`src/rtl/cfgwire_pkg.sv`:
```
package cfgwire_pkg;

    // Field widths of the transaction
    localparam int unsigned ADDR_W  = 7;
    localparam int unsigned DATA_W  = 8;
    localparam int unsigned FRAME_W = ADDR_W + 1;
    localparam int unsigned SHIFT_W = (FRAME_W > DATA_W) ? FRAME_W : DATA_W;
    localparam int unsigned BIT_W   = $clog2(SHIFT_W);

    // Phases of one transaction
    typedef enum logic [2:0] {
        PH_IDLE = 3'd0,
        PH_ADDR = 3'd1,
        PH_TURN = 3'd2,
        PH_DATA = 3'd3,
        PH_FIN  = 3'd4
    } phase_e;

    // Sequencer state
    typedef struct packed {
        phase_e           phase;
        logic             low;      // 1 while in the low half of a bit
        logic [BIT_W-1:0] bitno;    // bit index within current phase
        logic             is_read;
    } seq_t;

    // Request captured at start
    typedef struct packed {
        logic [ADDR_W-1:0] addr;
        logic              rd;
        logic [DATA_W-1:0] wdata;
    } req_t;

    localparam seq_t SEQ_IDLE = '{phase: PH_IDLE, low: 1'b0, bitno: '0, is_read: 1'b0};

    // Address frame: address bits then direction (1 = write)
    function automatic logic [SHIFT_W-1:0] addr_frame(input logic [ADDR_W-1:0] a,
                                                      input logic rd);
        logic [SHIFT_W-1:0] f;
        f = '0;
        f[SHIFT_W-1 -: FRAME_W] = {a, ~rd};
        return f;
    endfunction

    // Data byte aligned to the shift-out end
    function automatic logic [SHIFT_W-1:0] data_frame(input logic [DATA_W-1:0] d);
        logic [SHIFT_W-1:0] f;
        f = '0;
        f[SHIFT_W-1 -: DATA_W] = d;
        return f;
    endfunction

    // Last bit index of a phase
    function automatic logic last_bit(input phase_e ph, input logic [BIT_W-1:0] b);
        logic r;
        case (ph)
            PH_ADDR: r = (b == BIT_W'(FRAME_W - 1));
            PH_DATA: r = (b == BIT_W'(DATA_W - 1));
            default: r = 1'b0;
        endcase
        return r;
    endfunction

    // Phases in which the serial clock toggles
    function automatic logic clocked_phase(input phase_e ph);
        return (ph == PH_ADDR) || (ph == PH_DATA);
    endfunction

endpackage

```
`src/rtl/cfgwire_halftimer.sv`:
```
module cfgwire_halftimer #(
    parameter int unsigned HALF_CYCLES = 2
) (
    input  logic clk,
    input  logic rst,
    input  logic run,
    output logic expire
);
    localparam int unsigned EFF = (HALF_CYCLES < 1) ? 1 : HALF_CYCLES;

    generate
        if (EFF == 1) begin : g_every
            assign expire = run;
        end else begin : g_count
            localparam int unsigned CW = $clog2(EFF);
            localparam logic [CW-1:0] LAST = CW'(EFF - 1);
            logic [CW-1:0] cnt_q;

            assign expire = run && (cnt_q == LAST);

            always_ff @(posedge clk) begin
                if (rst || !run || expire) begin
                    cnt_q <= '0;
                end else begin
                    cnt_q <= cnt_q + 1'b1;
                end
            end
        end
    endgenerate
endmodule

```
`src/rtl/cfgwire_shifter.sv`:
```
module cfgwire_shifter #(
    parameter int unsigned WIDTH = 8,
    parameter logic [WIDTH-1:0] RST_VAL = '0
) (
    input  logic             clk,
    input  logic             rst,
    input  logic             load,
    input  logic [WIDTH-1:0] load_val,
    input  logic             shift,
    input  logic             shift_in,
    output logic [WIDTH-1:0] q
);
    always_ff @(posedge clk) begin
        if (rst) begin
            q <= RST_VAL;
        end else if (load) begin
            q <= load_val;
        end else if (shift) begin
            q <= {q[WIDTH-2:0], shift_in};
        end
    end
endmodule

```
`src/rtl/cfgwire_master.sv`:
```
module cfgwire_master
    import cfgwire_pkg::*;
#(
    parameter int unsigned HALF_CYCLES = 2
) (
    input  logic              clk,
    input  logic              rst,
    input  logic              start_i,
    input  logic              rd_i,
    input  logic [ADDR_W-1:0] addr_i,
    input  logic [DATA_W-1:0] wdata_i,
    output logic [DATA_W-1:0] rdata_o,
    output logic              busy_o,
    output logic              done_o,
    output logic              ale_n_o,
    output logic              sclk_o,
    output logic              sdata_o,
    output logic              sdata_oe_o,
    input  logic              sdata_i
);
    seq_t seq_q, seq_d;
    req_t req_q;
    logic tick;
    logic accept;

    logic               tx_load;
    logic [SHIFT_W-1:0] tx_load_val;
    logic               tx_shift;
    logic [SHIFT_W-1:0] tx_q;
    logic               rx_shift;

    assign accept = start_i && (seq_q.phase == PH_IDLE);

    // Half-period timer of the serial clock
    cfgwire_halftimer #(.HALF_CYCLES(HALF_CYCLES)) i_timer (
        .clk    (clk),
        .rst    (rst),
        .run    (seq_q.phase != PH_IDLE),
        .expire (tick)
    );

    // Outgoing shift register (address frame, then write byte)
    cfgwire_shifter #(.WIDTH(SHIFT_W), .RST_VAL({SHIFT_W{1'b1}})) i_tx (
        .clk      (clk),
        .rst      (rst),
        .load     (tx_load),
        .load_val (tx_load_val),
        .shift    (tx_shift),
        .shift_in (1'b1),
        .q        (tx_q)
    );

    // Incoming shift register, doubles as the read-data output
    cfgwire_shifter #(.WIDTH(DATA_W), .RST_VAL('0)) i_rx (
        .clk      (clk),
        .rst      (rst),
        .load     (1'b0),
        .load_val ('0),
        .shift    (rx_shift),
        .shift_in (sdata_i),
        .q        (rdata_o)
    );

    // Request capture
    always_ff @(posedge clk) begin
        if (rst) begin
            req_q <= '0;
        end else if (accept) begin
            req_q <= '{addr: addr_i, rd: rd_i, wdata: wdata_i};
        end
    end

    // Sequencer next state
    always_comb begin
        seq_d       = seq_q;
        tx_load     = 1'b0;
        tx_load_val = data_frame(req_q.wdata);
        tx_shift    = 1'b0;
        rx_shift    = 1'b0;

        case (seq_q.phase)
            PH_IDLE: begin
                if (accept) begin
                    seq_d       = '{phase: PH_ADDR, low: 1'b0, bitno: '0, is_read: rd_i};
                    tx_load     = 1'b1;
                    tx_load_val = addr_frame(addr_i, rd_i);
                end
            end
            PH_ADDR, PH_DATA: begin
                if (tick) begin
                    if (!seq_q.low) begin
                        seq_d.low = 1'b1;
                    end else begin
                        seq_d.low = 1'b0;
                        if (seq_q.phase == PH_DATA && seq_q.is_read) begin
                            rx_shift = 1'b1;
                        end
                        if (last_bit(seq_q.phase, seq_q.bitno)) begin
                            seq_d.bitno = '0;
                            if (seq_q.phase == PH_ADDR) begin
                                tx_load     = 1'b1;
                                seq_d.phase = seq_q.is_read ? PH_TURN : PH_DATA;
                            end else begin
                                seq_d.phase = PH_FIN;
                            end
                        end else begin
                            seq_d.bitno = seq_q.bitno + 1'b1;
                            tx_shift    = 1'b1;
                        end
                    end
                end
            end
            PH_TURN: begin
                if (tick) begin
                    seq_d.phase = PH_DATA;
                end
            end
            PH_FIN: begin
                if (tick) begin
                    seq_d = SEQ_IDLE;
                end
            end
            default: seq_d = SEQ_IDLE;
        endcase
    end

    always_ff @(posedge clk) begin
        if (rst) begin
            seq_q <= SEQ_IDLE;
        end else begin
            seq_q <= seq_d;
        end
    end

    // Pin levels, all decoded from registered state
    logic drive_bits;
    logic released;

    assign drive_bits = (seq_q.phase == PH_ADDR) ||
                        (seq_q.phase == PH_DATA && !seq_q.is_read);
    assign released   = seq_q.is_read &&
                        (seq_q.phase == PH_TURN || seq_q.phase == PH_DATA);

    assign busy_o     = (seq_q.phase != PH_IDLE);
    assign done_o     = (seq_q.phase == PH_FIN) && tick;
    assign ale_n_o    = (seq_q.phase != PH_ADDR);
    assign sclk_o     = !(clocked_phase(seq_q.phase) && seq_q.low);
    assign sdata_o    = drive_bits ? tx_q[SHIFT_W-1] : 1'b1;
    assign sdata_oe_o = !released;

endmodule

```
`config.mk`:
```
export PLATFORM = sky130hd
export DESIGN_NAME = cfgwire_master
export DESIGN_NICKNAME = d
export VERILOG_FILES = /design/src/rtl/cfgwire_pkg.sv /design/src/rtl/cfgwire_halftimer.sv /design/src/rtl/cfgwire_shifter.sv /design/src/rtl/cfgwire_master.sv
export SDC_FILE = /design/constraint.sdc
export NUM_CORES = 1
export LEC_CHECK = 0
export ABC_AREA = 0
export BUFFER_PORTS_ARGS = -buffer_cell sky130_fd_sc_hd__buf_2
export CAP_MARGIN = 30
export CORE_MARGIN = 5
export CORE_UTILIZATION = 55
export CTS_BUF_LIST = sky130_fd_sc_hd__clkbuf_8
export CTS_CLUSTER_DIAMETER = 100
export DETAILED_ROUTE_END_ITERATION = 10
export PLACE_DENSITY = 0.81
export SYNTH_ARGS = -nofsm -noshare
export SYNTH_HDL_FRONTEND = slang
export SYNTH_SLANG_ARGS = --single-unit
```
`constraint.sdc`:
```
create_clock -name clk -period 2.87 [get_ports clk]
set_input_delay 0.287 -clock clk [delete_from_list [all_inputs] [get_ports clk]]
set_output_delay 0.287 -clock clk [all_outputs]
set_load 0.005 [all_outputs]
```
==> summary by stage, run 1 <==
Logic synthesis
The share of synthesized area in the top cell type comes to 0.420. The post-synthesis net count is approximately 220. The cell type with the highest aggregate area in the netlist is dfxtp_1.

The most used flip-flop cell after synthesis is dfxtp_1. Synthesis instantiated 38 different standard cells from the library. The synthesized design contains 0 enable-type register cells. The commonest cells after synthesis are dfxtp_1 (33), nand2_1 (30), a21oi_1 (21), nor2_1 (21), o21ai_0 (16). After synthesis, the share of flip-flops with an asynchronous set or reset is 0. During synthesis, Yosys emitted a total of 0 warnings. Among all cell types in the netlist, the one instantiated most often is dfxtp_1.

The cell area after synthesis is around 1600 um^2. By area the synthesized netlist is led by dfxtp_1 (42%), nand2_1 (7.2%), a21oi_1 (6.7%). The sequential cell area fraction in the yosys report is 0.420. Counting every instance in the synthesized netlist gives slightly below 200. The average instance in the mapped netlist occupies between 8 and 9 um^2. The flip-flop and latch count after synthesis is 33.

Clock network
The later pin in the worst-skew pair is clocked with a latency of 0.28 ns. The post-CTS clock slew at the launch and capture registers of the worst setup and hold paths is approximately 0.07 ns. The H-tree was split into 2 levels.

In this run, post-CTS repair resized a total of 0 instances. Counting along the longest clock path gives a buffer depth of 2. The cell chosen for the clock root is clkbuf_8.

The CTS sink count is 33. The CTS tree is yes. In this run, post-CTS hold repair placed 0 buffers. The post-CTS setup-driven buffer insertion count is 0. The total CTS buffers is 5.

Route
The vias after detailed routing is about 1500. The detailed-router iteration count before antenna repair is 4. The routed length per placed instance is around 14 um. The detail route stage leaves a number of antenna-violating nets equal to 0. The average via count per standard cell is ~6. In the routed design, unresolved DRC markers number 0.

In this run, the number of DRC markers left after iteration 0 of detailed routing was between 100 and 150. The final routed wirelength across all metal layers is approximately 3.5 mm.

GRT
The wire length of the first global-routing pass is ~6 mm. The total overflow reported by the global router is 0. The global router's overall resource usage is 0.187. The via count of the first global-routing pass is between 1000 and 1500. The initial antenna violation count is 0.

Entering global routing, the biggest net connects 33 pins.

Timing
For the finished layout, the period the worst path requires is between 2 and 2.5 ns. Dividing the final minimum period by the clock period gives 0.752. The actual slew at the worst max-slew pin is 0.707 ns.

The hold violation total from the final report is 0. The headroom to the max-slew limit is 0.525. The number of max-slew violations in the final report is 0. Setup total negative slack on the finished layout was measured at 0 ns. Setup violations remaining at the end of the flow were counted as 0. Setup repair after global routing left no endpoint under its margin. The maximum clock rate is about 0.46 GHz. The tightest hold path in the finished design has a slack of 0.222 ns.

The worst clock skew is 0.0110 ns.

Layout
Fill cells in the final layout number 240. The share of post-route cells with drive strength above 1 is 0.215. The multi-input combinational cells in the finished layout cover a total of roughly 820 um^2. Compared with the post-synthesis result, the final layout area differs by 14.7%.

The net count of the finished layout is 240. Summing all flip-flop and latch instances after layout gives around 660 um^2. The repair_antennas step left the layout with diodes totalling 0. The fraction of the core area covered by cells at the end of the flow is 0.654.

For this run, the number of standard cells in the final layout without fillers is 250.

Setup path
In this run the critical register-to-register path is launched from seq_q[1]$_SDFFE_PP0P_. The worst register-to-register path has a setup slack of 0.71 ns. The most numerous cell on the critical path is ha_1. The endpoint identified for the worst register-to-register timing path is i_tx.q[4]$_SDFFE_PP1P_. The worst-path cell with the longest stage delay is or2_2. The data arrival time at the worst-slack endpoint is 2.32 ns. On the worst path, the slowest cell contributes a delay of around 0.45 ns.

The critical path goes through ha_1 > ha_1 > nand4bb_1 > or2_2 > a211oi_1 > o21ai_0. The kind of start point of the critical path is a flop. The worst reg-to-reg path cell count is 6.

Along the worst path, the maximum fanout reaches 8. STA classifies the critical path endpoint as a flop. For the worst setup path, the data required time is about 3.0 ns. The setup path with the least slack is of type reg2reg.

Pwr
Across the VDD grid, the largest voltage drop is 0.644 mV. Dividing total power by cell area gives a power density of about 550 nW/um^2. The cell leakage power is 0.000746 uW.

Floorplanning
After floorplanning, the core was sized to cover 2760 um^2. The boundary pin count is 34. The floorplan has 19 rows. The initial utilization of the core area, before any placement, comes to 0.570. The die is approximately 63 um wide. In this run the vertical extent of the chip is between 60 and 70 um.

The area of the die is roughly 4000 um^2.

Hold path
The path class of the tightest hold or removal check is in2reg. The startpoint identified for the worst hold timing path is addr_i[5]. The endpoint with the worst hold slack is i_tx.q[6]$_SDFFE_PP1P_. Along the worst hold path, the cell count comes to 3.

Placed design
Input and output buffers added on the ports amount to 33. The HPWL after detailed placement is 2.41 mm. At the end of routability-driven placement, the weighted congestion stood at between 0.8 and 0.9. The cell total after placement is between 200 and 250.

Job
Max-cap violations in this run came to 0.

Outcome
The run finished with clean final reports.
cell usage in the layout (no fill, tap or decap), types with 2 or more instances in the layout:
cell type   n
nand2_1    30
o21ai_0    16
a21oi_1    21
buf_2      33
o211a_1     2
mux2i_1     8
nor2b_1     2
nand2b_1    3
or3_1       2
clkbuf_8    7
o22ai_1     2
dfxtp_1    33
or2_2       2
and3_1      2
nor3_1      2
inv_1       2
nand3b_1    2
a22oi_1     2
nor2_1     21
a211oi_1    8
ha_1        2
worst max path at each step:
stage / cells past startpoint / to / start
floorplan: 8 / i_tx.q[1]$_SDFFE_PP1P_ / seq_q[1]$_SDFFE_PP0P_
global placement: 6 / i_tx.q[3]$_SDFFE_PP1P_ / seq_q[1]$_SDFFE_PP0P_
detailed placement: 6 / i_tx.q[5]$_SDFFE_PP1P_ / seq_q[1]$_SDFFE_PP0P_
CTS: 6 / i_tx.q[5]$_SDFFE_PP1P_ / seq_q[1]$_SDFFE_PP0P_
global route: 6 / i_tx.q[5]$_SDFFE_PP1P_ / seq_q[1]$_SDFFE_PP0P_
finish: 6 / i_tx.q[4]$_SDFFE_PP1P_ / seq_q[1]$_SDFFE_PP0P_
power breakdown:
group | total, uW | internal [uW] | switching [uW] | leakage, uW
combinational | 107 | 50.8 | 55.8 | 0.000422
clock | 381 | 217 | 164 | 0.0000542
sequential | 511 | 483 | 28.1 | 0.000270
total | 999 | 750 | 248 | 0.000746
registers in the layout, indices dropped and copies added (netlist names):
signal,flops
i_rx.q,8
i_timer.g_count.cnt_q,1
i_tx.q,8
req_q,8
seq_q,8
cell type report:
type,instances,area share
clock inverter,1,0.00277
sequential,33,0.366
multi-input combinational,142,0.456
clock buffer,7,0.0534
tap,31,0.0215
inverter,2,0.00416
timing repair buffer,34,0.0957
metal layers:
| layer | up-vias | global-route usage | part of all wire |
|---|---|---|---|
| met5 | - | 0 | 0 |
| met4 | 0 | 0.0883 | 0.027 |
| met3 | 10 | 0.0533 | 0.053 |
| met2 | 49 | 0.297 | 0.48 |
| met1 | 684 | 0.231 | 0.44 |
| li1 | 729 | - | - |
worst max-delay path, delay by kind of cell (launching register included):
kind	cells	cell delay, ns
compound gates	2	0.39
fa+ha+maj	2	0.47
flops	1	0.33
simple gates	2	0.84
cell families (layout without fill, tap and decap cells):
kind of cell	count (synthesis)	count (layout)	share of synthesized area
muxes	8	8	0.0509
DFF	33	33	0.420
buffers and inverters	19	44	0.0565
and+or+nand+nor	73	73	0.227
adders and majority gates	2	2	0.0159
xor gates and xnor gates	1	1	0.00557
AOI/OAI and AO/OA	58	58	0.224
per-stage QoR:
step / cell area, um^2 / total power [uW] / setup WS (ns)
floorplan: 1570 / 593 / 0.951
global placement: 1700 / 621 / 0.863
detailed placement: 1700 / 626 / 0.772
CTS: 1800 / 1010 / 0.736
global route: 1800 / 1060 / 0.549
finish: 1800 / 999 / 0.711
Power figures use the tool's default switching activity.
==> run 2: changes to the inputs <==
Settings changed: CORE_UTILIZATION 55 to 50, PLACE_DENSITY 0.81 to 0.77.
Clock period 2.87 ns to 1.9 ns, I/O delays scaled along.
==> run 2 against run 1 <==
Against the previous run:
- die area increased by 8.4%
- via count fell by 3.1%
- clock power rose by 65%
- hold slack lost 0.11 ns
- critical path depth is 1 higher
- register-to-register slack got worse by 0.55 ns
- critical endpoint is now i_tx.q[0]$_SDFFE_PP1P_
- highest routed layer unchanged
==> summary by stage, run 2 (same netlist as run 1, synthesis figures left out) <==
Placed design
The congestion estimate from routability-driven global placement came to around 0.86. The area after detailed placement is 1790 um^2. The half-perimeter wire length after placement is around 2.3 mm. Once placement completed, the tool counted placed cells totaling ~260. The count of port buffers added during placement is 33.

Setup path
In this run the register-to-register setup slack is approximately 0.16 ns. STA puts the critical path data required time at approximately 2.1 ns. Among the stages of the critical path, the cell type that occurs most often is ha_1.

The largest delay contributor family on the critical path is simple AND/OR/NAND/NOR gates. The worst setup path is captured at a flop. The critical path goes through ha_1 > ha_1 > buf_4 > nand2_1 > or3_4 > o31ai_1 > o21bai_1. In this run the worst path has a maximum fanout of 8. The startpoint identified for the worst register-to-register timing path is seq_q[1]$_SDFFE_PP0P_. The maximum single-stage delay on the critical path is 0.39 ns. The classification of the worst setup path is reg2reg.

The endpoint of the worst-slack reg-to-reg timing path is i_tx.q[0]$_SDFFE_PP1P_. The data arrival time at the worst-slack endpoint is about 1.9 ns. On the critical path, the stage with the largest delay is an instance of or3_4.

The worst setup path is launched from a flop. Together, buffers and inverters on the worst path number 1. The worst reg-to-reg path cell count is 7.

Timing
The setup total negative slack is 0 ns. Static timing analysis puts the maximum clock frequency at between 0.5 and 0.6 GHz. At the pin with the least slew margin, the transition time is roughly 0.57 ns.

The tightest hold path in the finished design has a slack of 0.109 ns. The final critical path time including I/O delays and setup is around 1.7 ns. Setup repair after global routing left no endpoint under its margin. The hold violation total from the final report came to 0. Setup violations remaining at the end of the flow were counted as 0. The final period utilization is 0.913. The headroom to the max-slew limit is 0.618. The number of max-slew violations in the final report is 0. The worst clock skew is about 0.0082 ns.

GRT
The largest net degree at the start of global routing is 33. After global routing the overflow that remains totals 0. The initial antenna violation count is 0. Across every metal layer, demand over resource in global routing totals 0.173.

The wire length of the first global-routing pass is approximately 5.8 mm. The via count of the first global-routing pass is ~1300.

Hold path
The worst hold path passes through 3 cells. The min-delay analysis places its worst path in the category in2reg. The worst hold path terminates at i_tx.q[2]$_SDFFE_PP1P_. The worst hold path begins at addr_i[1].

Layout
From synthesis to final layout, the design area changed by 21.0%. The share of post-route cells with drive strength above 1 is 0.251. After the last flow step, the layout net total stands at 249. The number of cells in the finished layout apart from fillers is 271. The library cells used most frequently in the layout, excluding fill and tap cells, are dfxtp_1 (33), buf_2 (33), nand2_1 (30). The number of antenna diodes in the final layout is 0. Once layout is complete, the utilization of the core stands at 0.629.

After routing the design area is approximately 1900 um^2.

Route
After detailed routing, the average wire length per cell comes to between 10 and 15 um. The final routed wirelength across all metal layers is between 3 and 4 mm. The average via count per standard cell is 5.27. After detailed routing, the number of remaining DRC violations is 0.

For this block, the via count after detailed routing is 1427. The initial DRC count is between 80 and 90. Once detail routing completed, the nets flagged for antenna violations numbered 0. The first detailed-routing pass ran for 5 iterations.

Job
Max-cap violations in this run came to 0.

Floorplanning
The floorplan step set the die height to around 66 um. The number of rows created at floorplan is 20. For this configuration, the core starts out at a cell density of 0.519. The core footprint is between 3000 and 4000 um^2. The die covers 4370 um^2. The horizontal extent of the die is between 60 and 70 um. 34 I/O pins were placed.

Pwr
The internal power contribution is 1200 uW. The sequential share of power is 0.483. The clock share of power is 0.399. Of the total power, the share spent switching nets is 0.238. The cell leakage power is slightly below 0.0008 uW. The power per standard cell area is between 800 and 900 nW/um^2. The switching power of the nets is 375 uW.

The peak ir drop on the vdd network is ~0.42 mV. The combinational share of power is 0.117.

Clock network
The maximum count of clock buffers along a single path is 2. The cell chosen for the clock root is clkbuf_8. The total CTS buffers is 5. The post-CTS clock slew at the launch and capture registers of the worst setup and hold paths is around 0.07 ns. The number of H-tree levels is 2. The CTS sink count is 33. The post-CTS setup-driven buffer insertion count is 0. The clock latency at the later pin of the worst-skew pair is just under 0.3 ns.

TritonCTS built the clock tree.

Outcome
The run finished with clean final reports.
==> run 2: layout make-up <==
cell class	count	area, um^2
clock buffer	5	68.8
clock inverter	2	35.0
fill	279	1120
inverter	2	7.51
multi-input combinational	142	836
sequential	33	661
tap	44	55.1
timing repair buffer	43	240
==> run 2: how the worst max path moves through the flow <==
stage | startpoint | end | slack (ns) | cells past startpoint
2_1_floorplan | seq_q[1]$_SDFFE_PP0P_ | i_tx.q[1]$_SDFFE_PP1P_ | 0.002 | 8
3_3_place_gp | seq_q[1]$_SDFFE_PP0P_ | i_tx.q[4]$_SDFFE_PP1P_ | 0.12 | 7
3_5_place_dp | seq_q[1]$_SDFFE_PP0P_ | i_tx.q[5]$_SDFFE_PP1P_ | 0.06 | 7
4_1_cts | seq_q[1]$_SDFFE_PP0P_ | i_tx.q[5]$_SDFFE_PP1P_ | 0.04 | 7
5_1_grt | seq_q[1]$_SDFFE_PP0P_ | i_tx.q[0]$_SDFFE_PP1P_ | 0.02 | 7
6_report | seq_q[1]$_SDFFE_PP0P_ | i_tx.q[0]$_SDFFE_PP1P_ | 0.16 | 7
==> run 2: per-layer routing <==
layer | GRT usage | wire length (um) | up-vias
met5 | 0 | 0 | -
met4 | 0.0533 | 11 | 0
met3 | 0.0663 | 157 | 2
met2 | 0.249 | 1520 | 26
met1 | 0.236 | 1700 | 656
li1 | - | - | 743
==> run 2: timing repair <==
item | in CTS | in global routing
hold buffers | 0 | 0
resized for setup | 0 | 5
endpoints found under the setup margin | 0 | 8
==> run 2: per-stage QoR <==
| step | setup WS [ns] | power, uW |
|---|---|---|
| 2_1_floorplan | 0.00175 | 896 |
| 3_3_place_gp | 0.123 | 956 |
| 3_5_place_dp | 0.0619 | 958 |
| 4_1_cts | 0.0393 | 1580 |
| 5_1_grt | 0.0180 | 1660 |
| 6_report | 0.165 | 1570 |
==> run 2: tightest hold or removal path, stage by stage <==
cell and delay, ns:
buf_2 0.07, a21oi_1 0.04, o21ai_0 0.06
==> run 2: power by group through the flow <==
stage                     logic (uW)  clock network [uW]  registers (uW)
after floorplan                  135                   0             762
after global placement           181                   0             774
after detailed placement         183                   0             774
after CTS                        184                 641             759
after global routing             212                 678             765
final                            184                 628             760
==> run 3: changes to the inputs <==
Settings changed: CORE_MARGIN 5 to 2.
==> run 3 against run 2 <==
Against the previous run:
- total power is 4.1% lower
- worst setup slack worse by 0.012 ns
- sequential share of layout area is 0.18 points higher
- highest routed layer unchanged
- critical path depth is 1 lower
- final cell count stayed put
- via count stayed put
- clock-buffer cell count is 2 higher
- clock skew is 0.00095 ns lower
- global-route usage is 3.2 points higher
- maximum frequency is 0.70% lower
- critical path type unchanged
==> summary by stage, run 3 (same netlist as run 1, synthesis figures left out) <==
Outcome
The run finished with clean final reports.

Clock network
The CTS tree is yes. The cell chosen for the clock root is clkbuf_8. Buffers inserted to repair hold after CTS numbered 0. The post-cts gate resize count is 0.

The total CTS buffers is 5. For this design, the sink count on the clock tree is 33. After clock tree synthesis, the clock-pin slew on the worst setup and hold paths is around 0.06 ns. Clock latency on the worst-skew pair, taken at its later pin, is roughly 0.28 ns. The post-CTS setup-driven buffer insertion count is 0. The number of H-tree levels is 2. The maximum count of clock buffers along a single path is 2.

Route
The routed layout has roughly 1400 vias. The detailed router finished its first iteration with between 70 and 80 violations. The first TritonRoute pass finished after 4 iterations.

The routed length per placed instance is between 10 and 15 um. Wires add up to between 3 and 4 mm. The average via count per standard cell is 5.27. The remaining antenna violation count after routing is 0.

For this run, design rule violations remaining after detail routing come to 0.

Pwr
In this run the static leakage power is about 0.0008 uW. The peak ir drop on the vdd network is between 0.5 and 0.6 mV. The total power after layout is about 1500 uW.

The power per standard cell area is 797 nW/um^2.

Setup path
Along the worst path, the maximum fanout reaches 7. STA classifies the critical path startpoint as a flop. The slack of the worst reg-to-reg path is approximately 0.15 ns. The worst reg-to-reg path cell count is 6. The end of the critical path is i_tx.q[6]$_SDFFE_PP1P_.

The critical path is of the reg2reg type. The endpoint identified for the worst register-to-register timing path is i_tx.q[6]$_SDFFE_PP1P_. The startpoint of the most critical setup path is seq_q[1]$_SDFFE_PP0P_. Data arrives at the worst endpoint at between 1.5 and 2 ns. The data required time of the worst path is around 2 ns. The critical path capture point type is a flop.

The worst register-to-register path begins at seq_q[1]$_SDFFE_PP0P_.

Floorplanning
The horizontal extent of the die is around 60 um. The core footprint is roughly 3000 um^2. The die covers 3610 um^2. The floorplan step set the die height to around 60 um. The number of rows created at floorplan is 20. The boundary pin count is 34.

The initial core utilization is 0.519.

Timing
For the pin with the worst max-slew slack, the measured transition is 0.570 ns. The final critical path time including I/O delays and setup is around 1.7 ns. The number of setup violations in the final report is 0. For the final database, setup skew stands at 0.00720 ns. Setup repair after global routing left no endpoint under its margin. For this run, the top clock speed supported by timing is 0.572 GHz. Across all hold checks on the routed design, the worst slack comes to 0.114 ns. The number of max-slew violations in the final report is 0. The hold violation total from the final report is 0. The setup total negative slack is 0 ns.

In this run the tightest slew margin relative to its limit is 0.620. The final period utilization is 0.920.

Placed design
The final weighted congestion in routability-driven placement is 0.767. The area after detailed placement is roughly 1800 um^2. The half-perimeter wire length after placement is roughly 2.2 mm.

Input and output buffers added on the ports amount to 33.

GRT
The initial antenna violation count is 0. Entering global routing, the biggest net connects 33 pins. The global router's overall resource usage is 0.205.

After global routing the overflow that remains totals 0. The via count of the first global-routing pass is about 1200. The wire length of the first global-routing pass is 5.42 mm.

Layout
The share of post-route cells with drive strength above 1 is 0.251. The final design area excluding fillers is ~1900 um^2. 0 antenna diodes ended up in the layout.

In the layout the commonest cells are dfxtp_1 (33), buf_2 (33), nand2_1 (30). Counting the fill cells in the layout gives ~300. Measured on the finished design, the core utilization comes to 0.625. The net count of the finished layout is 248. The post-synthesis to final-layout area growth is 20.4%.

Job
The count of max-cap constraint violations is 0.

Hold path
Along the worst hold path, the cell count comes to 3. The path category of the worst min-delay check is in2reg.
[run 3: cell types whose count changed in the layout (fill, tap and decap cells not counted)]
cell       change
o21ai_1        -2
o21ai_0        +2
bufinv_16      -1
clkbuf_8       +2
buf_4          -1
[run 3: area by class of cell]
class	instances	area (um^2)	area share
timing repair buffer	42	233	0.123
multi-input combinational	142	836	0.442
tap	44	55.1	0.0291
clock inverter	1	5.00	0.00264
inverter	2	7.51	0.00397
sequential	33	661	0.349
clock buffer	7	96.3	0.0509
[run 3: critical path, cell delays in order (launching register included)]
cell,delay (ns)
dfxtp_1,0.32
ha_1,0.20
ha_1,0.21
nand4bb_1,0.23
or2_4,0.29
a211oi_1,0.25
o21ai_0,0.12
[run 3: routing by layer]
metal  wire (um)  GRT usage  up-vias  part of all wire
met2        1480      0.303       39              0.46
li1            -          -      737                 -
met5           0          0        -                 0
met4          44     0.0857        0             0.014
met1        1540      0.274      646              0.47
met3         187     0.0649        5             0.058
[run 3: through the flow]
stage	std cells	worst slack [ns]
detailed placement	263	0.0714
finish	271	0.152
CTS	271	0.0605
global placement	263	0.142
floorplan	194	0.00175
global route	271	0.00173
[run 3: worst min-delay path by stage]
| stage | end | from |
|---|---|---|
| after floorplan | seq_q[5]$_SDFFE_PP0P_ | rst |
| after global routing | i_tx.q[2]$_SDFFE_PP1P_ | addr_i[1] |
| final | i_tx.q[3]$_SDFFE_PP1P_ | addr_i[2] |
| after CTS | i_tx.q[3]$_SDFFE_PP1P_ | addr_i[2] |
| after global placement | i_tx.q[4]$_SDFFE_PP1P_ | addr_i[3] |
| after detailed placement | i_tx.q[3]$_SDFFE_PP1P_ | addr_i[2] |
[run 3: report_power, final]
group	total (uW)	internal, uW	switching (uW)
Combinational	184	85.3	98.8
Clock	568	327	241
Sequential	757	730	26.7
